## src/rtl/wdt_pkg.sv

```systemverilog
package wdt_pkg;
    localparam int CNT_W    = 8;
    localparam int SEL_W    = 3;
    localparam int NUM_TAPS = 1 << SEL_W;
    // divider bit whose rising edge drives each select value
    localparam int TAP_BIT [NUM_TAPS] = '{0, 5, 6, 8, 10, 12, 14, 16};
    localparam int PRE_W    = TAP_BIT[NUM_TAPS-1] + 1;
    localparam logic [7:0] KEY_CNT = 8'h5A;
    localparam logic [7:0] KEY_CTL = 8'hA5;

    typedef struct packed {
        logic             ovf;
        logic             wd_mode;
        logic             run;
        logic [SEL_W-1:0] sel;
    } ctl_t;

    function automatic logic [7:0] ctl_pack(ctl_t c);
        return {c.ovf, c.wd_mode, c.run, 2'b11, c.sel};
    endfunction
endpackage

```

## src/rtl/wdt_prescaler.sv

```systemverilog
module wdt_prescaler
    import wdt_pkg::*;
#(
    parameter int W = PRE_W
) (
    input  logic             clk,
    input  logic             rst_n,
    input  logic             clr,
    input  logic             hold,
    input  logic [SEL_W-1:0] sel,
    output logic             tick
);
    typedef struct packed {
        logic [W-1:0] div;
    } pre_st_t;

    pre_st_t s_d, s_q;
    logic [NUM_TAPS-1:0] hit;

    // tap g fires when its divider bit is about to rise
    for (genvar g = 0; g < NUM_TAPS; g++) begin : g_tap
        localparam int B = TAP_BIT[g];
        localparam logic [B:0] PAT = (B+1)'((1 << B) - 1);
        assign hit[g] = (s_q.div[B:0] == PAT);
    end

    always_comb begin
        s_d = s_q;
        if (clr) begin
            s_d.div = '0;
        end else if (!hold) begin
            s_d.div = s_q.div + 1'b1;
        end
        tick = hit[sel] & ~hold & ~clr;
    end

    always_ff @(posedge clk or negedge rst_n) begin
        if (!rst_n) s_q <= '0;
        else        s_q <= s_d;
    end

    assert_div_frozen_R10: assert property (@(posedge clk) disable iff (!rst_n)
        (hold && !clr) |=> $stable(s_q.div));
endmodule

```

## src/rtl/wdt_regs.sv

```systemverilog
module wdt_regs
    import wdt_pkg::*;
(
    input  logic             clk,
    input  logic             rst_n,
    input  logic             clr,
    input  logic             hold,
    input  logic             tick,
    input  logic             wr_en,
    input  logic [15:0]      wr_word,
    output logic [CNT_W-1:0] cnt,
    output ctl_t             ctl,
    output logic             wrap
);
    typedef struct packed {
        logic [CNT_W-1:0] cnt;
        ctl_t             ctl;
    } reg_st_t;

    localparam reg_st_t RST = '{cnt: '0, ctl: '{ovf: 1'b0, wd_mode: 1'b0, run: 1'b0, sel: '0}};
    localparam logic [CNT_W-1:0] CNT_MAX = '1;

    reg_st_t s_d, s_q;
    logic [7:0] key, dat;
    logic       cnt_wr, ctl_wr;

    assign key    = wr_word[15:8];
    assign dat    = wr_word[7:0];
    assign cnt_wr = wr_en && (key == KEY_CNT);
    assign ctl_wr = wr_en && (key == KEY_CTL);

    always_comb begin
        s_d  = s_q;
        wrap = 1'b0;
        if (clr) begin
            s_d = RST;
        end else if (!hold) begin
            if (!s_q.ctl.run) begin
                s_d.cnt = '0;
            end else if (cnt_wr) begin
                s_d.cnt = dat[CNT_W-1:0];
            end else if (tick) begin
                s_d.cnt = s_q.cnt + 1'b1;
                wrap    = (s_q.cnt == CNT_MAX);
            end
            if (ctl_wr) begin
                s_d.ctl.ovf     = s_q.ctl.ovf & dat[7];
                s_d.ctl.wd_mode = dat[6];
                s_d.ctl.run     = dat[5];
                s_d.ctl.sel     = dat[SEL_W-1:0];
            end
            if (wrap) s_d.ctl.ovf = 1'b1;
        end
    end

    always_ff @(posedge clk or negedge rst_n) begin
        if (!rst_n) s_q <= RST;
        else        s_q <= s_d;
    end

    assign cnt = s_q.cnt;
    assign ctl = s_q.ctl;

    assert_stopped_zero_R3: assert property (@(posedge clk) disable iff (!rst_n)
        (!s_q.ctl.run && !hold) |=> (s_q.cnt == '0));
    assert_wrap_flag_R4: assert property (@(posedge clk) disable iff (!rst_n)
        (wrap && !clr) |=> s_q.ctl.ovf);
    assert_bad_key_R6: assert property (@(posedge clk) disable iff (!rst_n)
        (wr_en && key != KEY_CTL && !clr) |=>
        ($stable(s_q.ctl.wd_mode) && $stable(s_q.ctl.run) && $stable(s_q.ctl.sel)));
    assert_one_no_set_R8: assert property (@(posedge clk) disable iff (!rst_n)
        (ctl_wr && dat[7] && !s_q.ctl.ovf && !wrap && !clr) |=> !s_q.ctl.ovf);
    assert_wrap_beats_clear_R9: assert property (@(posedge clk) disable iff (!rst_n)
        (ctl_wr && !dat[7] && tick && s_q.ctl.run && !cnt_wr && s_q.cnt == CNT_MAX
         && !clr && !hold) |=> s_q.ctl.ovf);
    assert_standby_keeps_R10: assert property (@(posedge clk) disable iff (!rst_n)
        (hold && !clr) |=> $stable(s_q));
endmodule

```

## src/rtl/wdt_pulse.sv

```systemverilog
module wdt_pulse #(
    parameter int LEN = 128
) (
    input  logic clk,
    input  logic rst_n,
    input  logic clr,
    input  logic start,
    output logic active
);
    localparam int W = $clog2(LEN + 1);

    typedef struct packed {
        logic [W-1:0] left;
    } pl_st_t;

    pl_st_t s_d, s_q;

    always_comb begin
        s_d = s_q;
        if (clr) begin
            s_d.left = '0;
        end else if (start) begin
            s_d.left = W'(LEN);
        end else if (s_q.left != '0) begin
            s_d.left = s_q.left - 1'b1;
        end
    end

    always_ff @(posedge clk or negedge rst_n) begin
        if (!rst_n) s_q <= '0;
        else        s_q <= s_d;
    end

    assign active = (s_q.left != '0);

    assert_pulse_start_R5: assert property (@(posedge clk) disable iff (!rst_n)
        (start && !clr) |=> active);
    assert_pulse_clear_R1: assert property (@(posedge clk) disable iff (!rst_n)
        clr |=> !active);
endmodule

```

## src/rtl/wdt_interval_timer.sv

```systemverilog
module wdt_interval_timer
    import wdt_pkg::*;
#(
    parameter int PULSE_LEN = 128
) (
    input  logic        clk,
    input  logic        rst_n,
    input  logic        hw_standby,
    input  logic        sw_standby,
    input  logic        wr_en,
    input  logic [15:0] wr_word,
    input  logic        rd_sel,
    output logic [7:0]  rd_data,
    output logic        wdt_ovf,
    output logic        itv_irq
);
    logic             tick;
    logic             wrap;
    logic [CNT_W-1:0] cnt;
    ctl_t             ctl;

    wdt_prescaler #(.W(PRE_W)) u_pre (
        .clk   (clk),
        .rst_n (rst_n),
        .clr   (hw_standby),
        .hold  (sw_standby),
        .sel   (ctl.sel),
        .tick  (tick)
    );

    wdt_regs u_regs (
        .clk     (clk),
        .rst_n   (rst_n),
        .clr     (hw_standby),
        .hold    (sw_standby),
        .tick    (tick),
        .wr_en   (wr_en),
        .wr_word (wr_word),
        .cnt     (cnt),
        .ctl     (ctl),
        .wrap    (wrap)
    );

    wdt_pulse #(.LEN(PULSE_LEN)) u_pulse (
        .clk    (clk),
        .rst_n  (rst_n),
        .clr    (hw_standby),
        .start  (wrap & ctl.wd_mode),
        .active (wdt_ovf)
    );

    assign rd_data = rd_sel ? ctl_pack(ctl) : cnt;
    assign itv_irq = ctl.ovf & ~ctl.wd_mode;
endmodule

```

## config.mk

```make
export PLATFORM = sky130hd
export DESIGN_NAME = wdt_interval_timer
export DESIGN_NICKNAME = d
export VERILOG_FILES = /design/src/rtl/wdt_pkg.sv /design/src/rtl/wdt_prescaler.sv /design/src/rtl/wdt_regs.sv /design/src/rtl/wdt_pulse.sv /design/src/rtl/wdt_interval_timer.sv
export SDC_FILE = /design/constraint.sdc
export NUM_CORES = 1
export LEC_CHECK = 0
export ABC_CLOCK_PERIOD_IN_PS = 8400
export BUFFER_PORTS_ARGS = -buffer_cell sky130_fd_sc_hd__buf_2
export CAP_MARGIN = 20
export CORE_MARGIN = 3
export CORE_UTILIZATION = 55
export DETAILED_ROUTE_END_ITERATION = 10
export PLACE_DENSITY_LB_ADDON = 0.15
export SLEW_MARGIN = 5
export SYNTH_ARGS = -nofsm -noshare
export SYNTH_HDL_FRONTEND = slang
export SYNTH_HIERARCHICAL = 1
export SYNTH_SLANG_ARGS = --single-unit
```

## constraint.sdc

```tcl
create_clock -name clk -period 8.4 [get_ports clk]
set_input_delay 1.26 -clock clk [delete_from_list [all_inputs] [get_ports clk]]
set_output_delay 1.26 -clock clk [all_outputs]
set_load 0.02 [all_outputs]
```

Word level (Yosys, flattened, before mapping):

Cells that the tools add are included.

* bitwise operators: 9
* $add $sub $neg: 3
* reductions and logical operators: 9
* divide/modulo/power cells: 0
* $mul: 0
* eq/ne operators: 12
* shift-type cells: 0
* muxes and demuxes: 22
* order comparisons: 1

Operator list (count)
* 8-bit 2-to-1 mux: 7
* 17-bit 2-to-1 mux: 2
* 14-bit 2-to-1 mux: 2
* 17-bit by 1-bit adder with 17-bit output (second input constant): 1
* 17-bit by 16-bit == test with 1-bit output (second input constant): 1
* 8-bit == test (second input constant): 2
* 15-bit by 14-bit == test with 1-bit output (second input constant): 1
* 13-bit by 12-bit == test with 1-bit output (second input constant): 1
* 11-bit by 10-bit == test with 1-bit output (second input constant): 1
* 9-bit by 8-bit == test with 1-bit output (second input constant): 1
* 1-bit 2-to-1 mux: 9
* 8-bit by 1-bit adder with 8-bit output (second input constant): 1
* 8-bit by 7-bit == test with 1-bit output (second input constant): 1
* 8-bit nonzero test: 1
* 8-bit by 1-bit subtractor with 8-bit output (second input constant): 1
* 7-bit by 6-bit == test with 1-bit output (second input constant): 1
* 6-bit by 5-bit == test with 1-bit output (second input constant): 1
* 6-bit 2-to-1 mux: 1
* 2-bit AND reduction: 3
* 3-bit nonzero test: 2
* 1-bit bitwise AND: 5
* 3-bit by 4-bit less-than comparator with 1-bit output (second input constant): 1
* 4-bit != test (second input constant): 1
* 1-bit NOT: 4
* 4 further kinds: 5

* bits in latches: 0
* register bits after elaboration: 39
* ROM bits: 0
* input bits: 22
* word-level logic and storage cells: 63
* memories kept: 0
* output and inout port bits: 10
* memory bits (writable): 0

Logic depth before layout (Yosys ltp):

* depth in word-level cells: 15
* mapped depth: 15
* mapped depth without buffers: 15

Modules after synthesis:

The synthesis kept the hierarchy.

By module, submodules not included
* wdt_prescaler: cells an instance 110, instances 1, sequential area each 425.4 um2, area each 996.0 um2
* wdt_regs: cells an instance 94, instances 1, sequential area each 350.3 um2, area each 922.1 um2
* wdt_pulse: cells an instance 51, instances 1, sequential area each 200.2 um2, area each 466.7 um2
* wdt_interval_timer: cells an instance 11, instances 1, sequential area each 0.0 um2, area each 126.4 um2

Least setup slack after synthesis:

OpenSTA, ideal clock, no wires.

* kind: input to register
* start: in sw_standby
* end: reg u_regs.s_q (netlist bit u_regs/cnt[7])
* data required time: 8.320 ns
* slack: 4.603 ns
* stages: 9
* setup time: 0.080 ns
* path buffers: 1
* arrival time: 3.717 ns
* path through: clkbuf_1 -> nand3b_1 -> nor4_1 -> a21oi_1 -> nor4_1 -> and3_1 -> nand4_1 -> or4_4 -> o211ai_2

* cells in the longest elaborated chain, start to end: 5

Ends and longest elaborated chain
* start, declared: RTL line wdt_interval_timer.sv:9 `input logic sw_standby,`
* 1-bit NOT: RTL line wdt_prescaler.sv:34 `tick = hit[sel] & ~hold & ~clr;`
* 1-bit bitwise AND (2 in series): RTL line wdt_prescaler.sv:34
* net tick: RTL line wdt_interval_timer.sv:17 `logic tick;`
* 4-bit != test (no source line)
* 2-bit AND reduction (no source line)
* end signal, assigned: RTL line wdt_regs.sv:57 `if (!rst_n) s_q <= RST;`
* end signal, assigned: RTL line wdt_regs.sv:58 `else s_q <= s_d;`
* end, declared: RTL line wdt_regs.sv:23 `reg_st_t s_d, s_q;`

The timed path passes the listed nets, and every way through them passes these cells.
A chain may end at the register's enable or synchronous reset.

Final worst setup path:

* start: in sw_standby
* end: reg u_pulse/s_q[4] in the netlist's numbering

* cells in the longest elaborated chain, start to end: 13

Ends and longest elaborated chain
* 1-bit NOT (*): RTL line wdt_prescaler.sv:34
* 1-bit bitwise AND (*) (2 in series): RTL line wdt_prescaler.sv:34
* net tick: RTL line wdt_interval_timer.sv:17
* 1-bit 2-to-1 mux (*): RTL line wdt_regs.sv:42 `end else if (tick) begin`
* 1-bit 2-to-1 mux (*): RTL line wdt_regs.sv:40 `end else if (cnt_wr) begin`
* 1-bit 2-to-1 mux (*): RTL line wdt_regs.sv:38 `if (!s_q.ctl.run) begin`
* 1-bit 2-to-1 mux (*): RTL line wdt_regs.sv:37 `end else if (!hold) begin`
* 1-bit 2-to-1 mux (*): RTL line wdt_regs.sv:35 `if (clr) begin`
* 1-bit 2-to-1 mux (*): RTL line wdt_regs.sv:37
* 1-bit 2-to-1 mux (*): RTL line wdt_regs.sv:35
* net wrap: RTL line wdt_interval_timer.sv:18 `logic wrap;`
* 1-bit bitwise AND (*): RTL line wdt_interval_timer.sv:48 `.start (wrap & ctl.wd_mode),`
* 8-bit 2-to-1 mux: RTL line wdt_pulse.sv:22 `end else if (start) begin`
* 8-bit 2-to-1 mux: RTL line wdt_pulse.sv:20 `if (clr) begin`
* end signal, assigned: RTL line wdt_pulse.sv:30 `if (!rst_n) s_q <= '0;`
* end signal, assigned: RTL line wdt_pulse.sv:31 `else s_q <= s_d;`
* end, declared: RTL line wdt_pulse.sv:16 `pl_st_t s_d, s_q;`

Mark *: on every way through the listed nets, which the timed path passes. The rest lies on a longest branch. The select of a mux whose other input is x is not followed.

==> metrics.yaml <==
run_status:
  status: "complete, no violations"
final_layout:
  nets: 322
  n_fill_cell: 338
  multi_input_area_um2: 1420
  drive_above_1_share_pct: 20.7
  final_cells: 345
  diodes: 0
  seqCellArea_um2: 976
  areaGrowthSynthToFinish_pct: 10.3
  utilization_pct: 65.9
global_routing:
  grt_pass1_vias: 1985
  grt_max_degree: 40
  grt_first_pass_wirelength_um: 9190
  grt_antenna_before_repair: 0
  track_usage_pct: 21.8
  overflow: 0
cts:
  cts_tree: "done"
  cts_root_buffer: "clkbuf_8"
  post_cts_resized: 0
  cts_sinks: 39
  cts_hold_buf: 0
  clock_path_buffers: 2
  cts.clk_slew.worst_paths_ns: 0.08
  htreeDepth: 2
  numCtsBuffers: 5
  clock_latency_ns: 0.29
  cts_setup_buffers: 0
synth:
  async_flop_share_pct: 100
  synth_seq_cells: 39
  syn_avg_cell_area_um2: 9.44
  synth_area_um2: 2510
  syn-num-nets: 294
  syn_inst: 266
  ys_warn_count: 6
  synth-edff-count: 0
  yosysSeqAreaShare_pct: 38.9
  ys_types: 59
  ys.flop_type: "dfrtp_1"
timing:
  period_share_pct: 39.8
  hold_viol_final: 0
  slew_viol_final: 0
  tns_ns: 0
  rsz0062_at_grt: "false"
  fmax_ghz: 0.299
  tightest_slew_ns: 0.873
  final-setup-viol-count: 0
  hold_ws_ns: 0.527
  min_period_ns: 3.35
  maxSlewHeadroom_pct: 41.8
  finClkSkew_ns: 0.00916
die:
  initial_core_util_pct: 59.8
  coreArea_um2: 4200
  die_w_um: 73.6
  fp.dieH_um: 73.6
  ioPinCount: 32
  row_count: 23
  die_area_um2: 5410
worst_setup_path:
  critPathMaxStageDelay_ns: 0.42
  path_cells: "buf_2 -> nand3b_1 -> nor4_1 -> a21oi_1 -> nor4_1 -> buf_4 -> nand4_4 -> nor4_1 -> and2_1 -> nor2_1 -> o211ai_1 -> o41ai_1"
  arrival_ns: 3.52
  rr_worst_depth: 16
  crit_required_ns: 8.58
  cp-end-kind: "flip-flop"
  r2r_start: "u_pre/s_q[10]"
  r2r_slack_ns: 5.15
  crit_slowest_cell: "nor4_1"
  worstSetupStartpointType: "input port"
  worstReg2RegEnd: "u_pulse/s_q[4]"
  path_class: "in2reg"
  cp_max_fo: 15
  path_common_cell: "nor4_1"
routing:
  drc_errors: 0
  routedWlPerCell_um: 15.5
  drt-total-wl_um: 5360
  dr_total_vias: 2105
  via_per_inst: 6.10
  drt-initial-drc-count: 203
  drtPass1Iterations: 4
  drtAntennaViolNets: 0
min_path:
  hp-class: "reg2reg"
  worst_hold_path.num_cells: 2
  worstHoldStart: "u_pre/s_q[16]"
  min_to: "u_pre/s_q[16]"
placed_design:
  numPortBuffers: 31
  place_inst: 337
  globalplace.congestion: 0.914
  dp_hpwl_um: 3830
power:
  power.density_nw_per_um2: 186
  p_leak_nw: 1.25
  peakVddDrop_v: 0.000200
  p_total_w: 0.000514
flow_run:
  maxCapViolations: 0
## state kept, by name, indices dropped and copies added (netlist names)
register     count
u_regs/cnt       8
u_pre/s_q       17
u_regs/ctl       6
u_pulse/s_q      8
## cell type report
| cell class | count | area share, % |
|---|---|---|
| Inverter | 12 | 1.63 |
| Multi-Input combinational cell | 204 | 51.4 |
| Clock buffer | 8 | 3.61 |
| Tap cell | 50 | 2.26 |
| Timing Repair Buffer | 32 | 5.87 |
| Sequential cell | 39 | 35.2 |
## how the worst max path moves through the flow
stage	depth (start not counted)	from	endpoint
after CTS	12	sw_standby	u_pulse/s_q[5]
final	12	sw_standby	u_pulse/s_q[4]
after global placement	12	sw_standby	u_pulse/s_q[5]
after floorplan	9	sw_standby	u_regs/cnt[7]
after detailed placement	12	sw_standby	u_pulse/s_q[4]
after global routing	16	u_pre/s_q[10]	u_pulse/s_q[5]
## critical path: cells and delay by family
| kind | cells | cell delay, ns |
|---|---|---|
| buffers and inverters | 2 | 0.40 |
| AOI/OAI and AO/OA | 3 | 0.35 |
| and+or+nand+nor | 7 | 1.50 |
## layout by cell type (no fill, tap or decap), types with 7 or more instances in the layout
cell type / n
buf_2: 31
nand3_1: 7
nor2_1: 23
xnor2_1: 7
dfrtp_1: 39
mux2i_1: 7
nor4_1: 12
clkbuf_8: 7
inv_1: 12
a21oi_1: 13
nand2_1: 14
o21ai_0: 13
nor3_1: 9
or3_1: 8
## routing by layer
layer  wire (µm)  GRT usage [%]  vias up
met2        2460           33.9       65
met1        2550           30.3      993
li1            -              -     1042
met5           0              0        -
met3         284           4.38        5
met4          67           7.04        0
## report_power, final
group / internal, W / total, W / switching, W
clock network: 0.0000750 / 0.000140 / 0.0000649
logic: 0.0000594 / 0.000145 / 0.0000860
registers: 0.000207 / 0.000229 / 0.0000215
total: 0.000342 / 0.000514 / 0.000172
## stage by stage
step           area, µm²  setup slack, ns
6_report            2770             5.05
5_1_grt             2770             4.76
4_1_cts             2770             5.11
3_5_place_dp        2670             4.78
3_3_place_gp        2670             4.87
2_1_floorplan       2510             4.60
## cells in the mapped netlist (4+ instances only)
| cell | instances | area (µm²) |
|---|---|---|
| clkbuf_1 | 5 | 18.8 |
| nand4_1 | 6 | 37.5 |
| o21ai_0 | 13 | 65.1 |
| nand3_1 | 7 | 35.0 |
| a311o_1 | 4 | 40.0 |
| nor3_1 | 9 | 45.0 |
| dfrtp_1 | 39 | 976 |
| a21oi_1 | 13 | 65.1 |
| xnor2_1 | 7 | 61.3 |
| nand2_1 | 14 | 52.6 |
| nor2b_1 | 5 | 31.3 |
| ha_1 | 6 | 75.1 |
| nand2b_1 | 5 | 31.3 |
| mux2_4 | 6 | 90.1 |
| nor4_1 | 12 | 75.1 |
| or3_1 | 8 | 50.1 |
| inv_1 | 12 | 45.0 |
| mux2i_1 | 7 | 70.1 |
| nor2_1 | 23 | 86.3 |
## kinds of logic after synthesis
group,share of synthesized area [%]
AO/OA/AOI/OAI,13.9
AND/OR/NAND/NOR,30.3
adder cells (fa/ha/maj),2.99
flip-flops,38.9
buffers and inverters,4.48
multiplexers,6.38
XOR/XNOR,3.14
No activity file was read; power rests on OpenSTA's default activity.
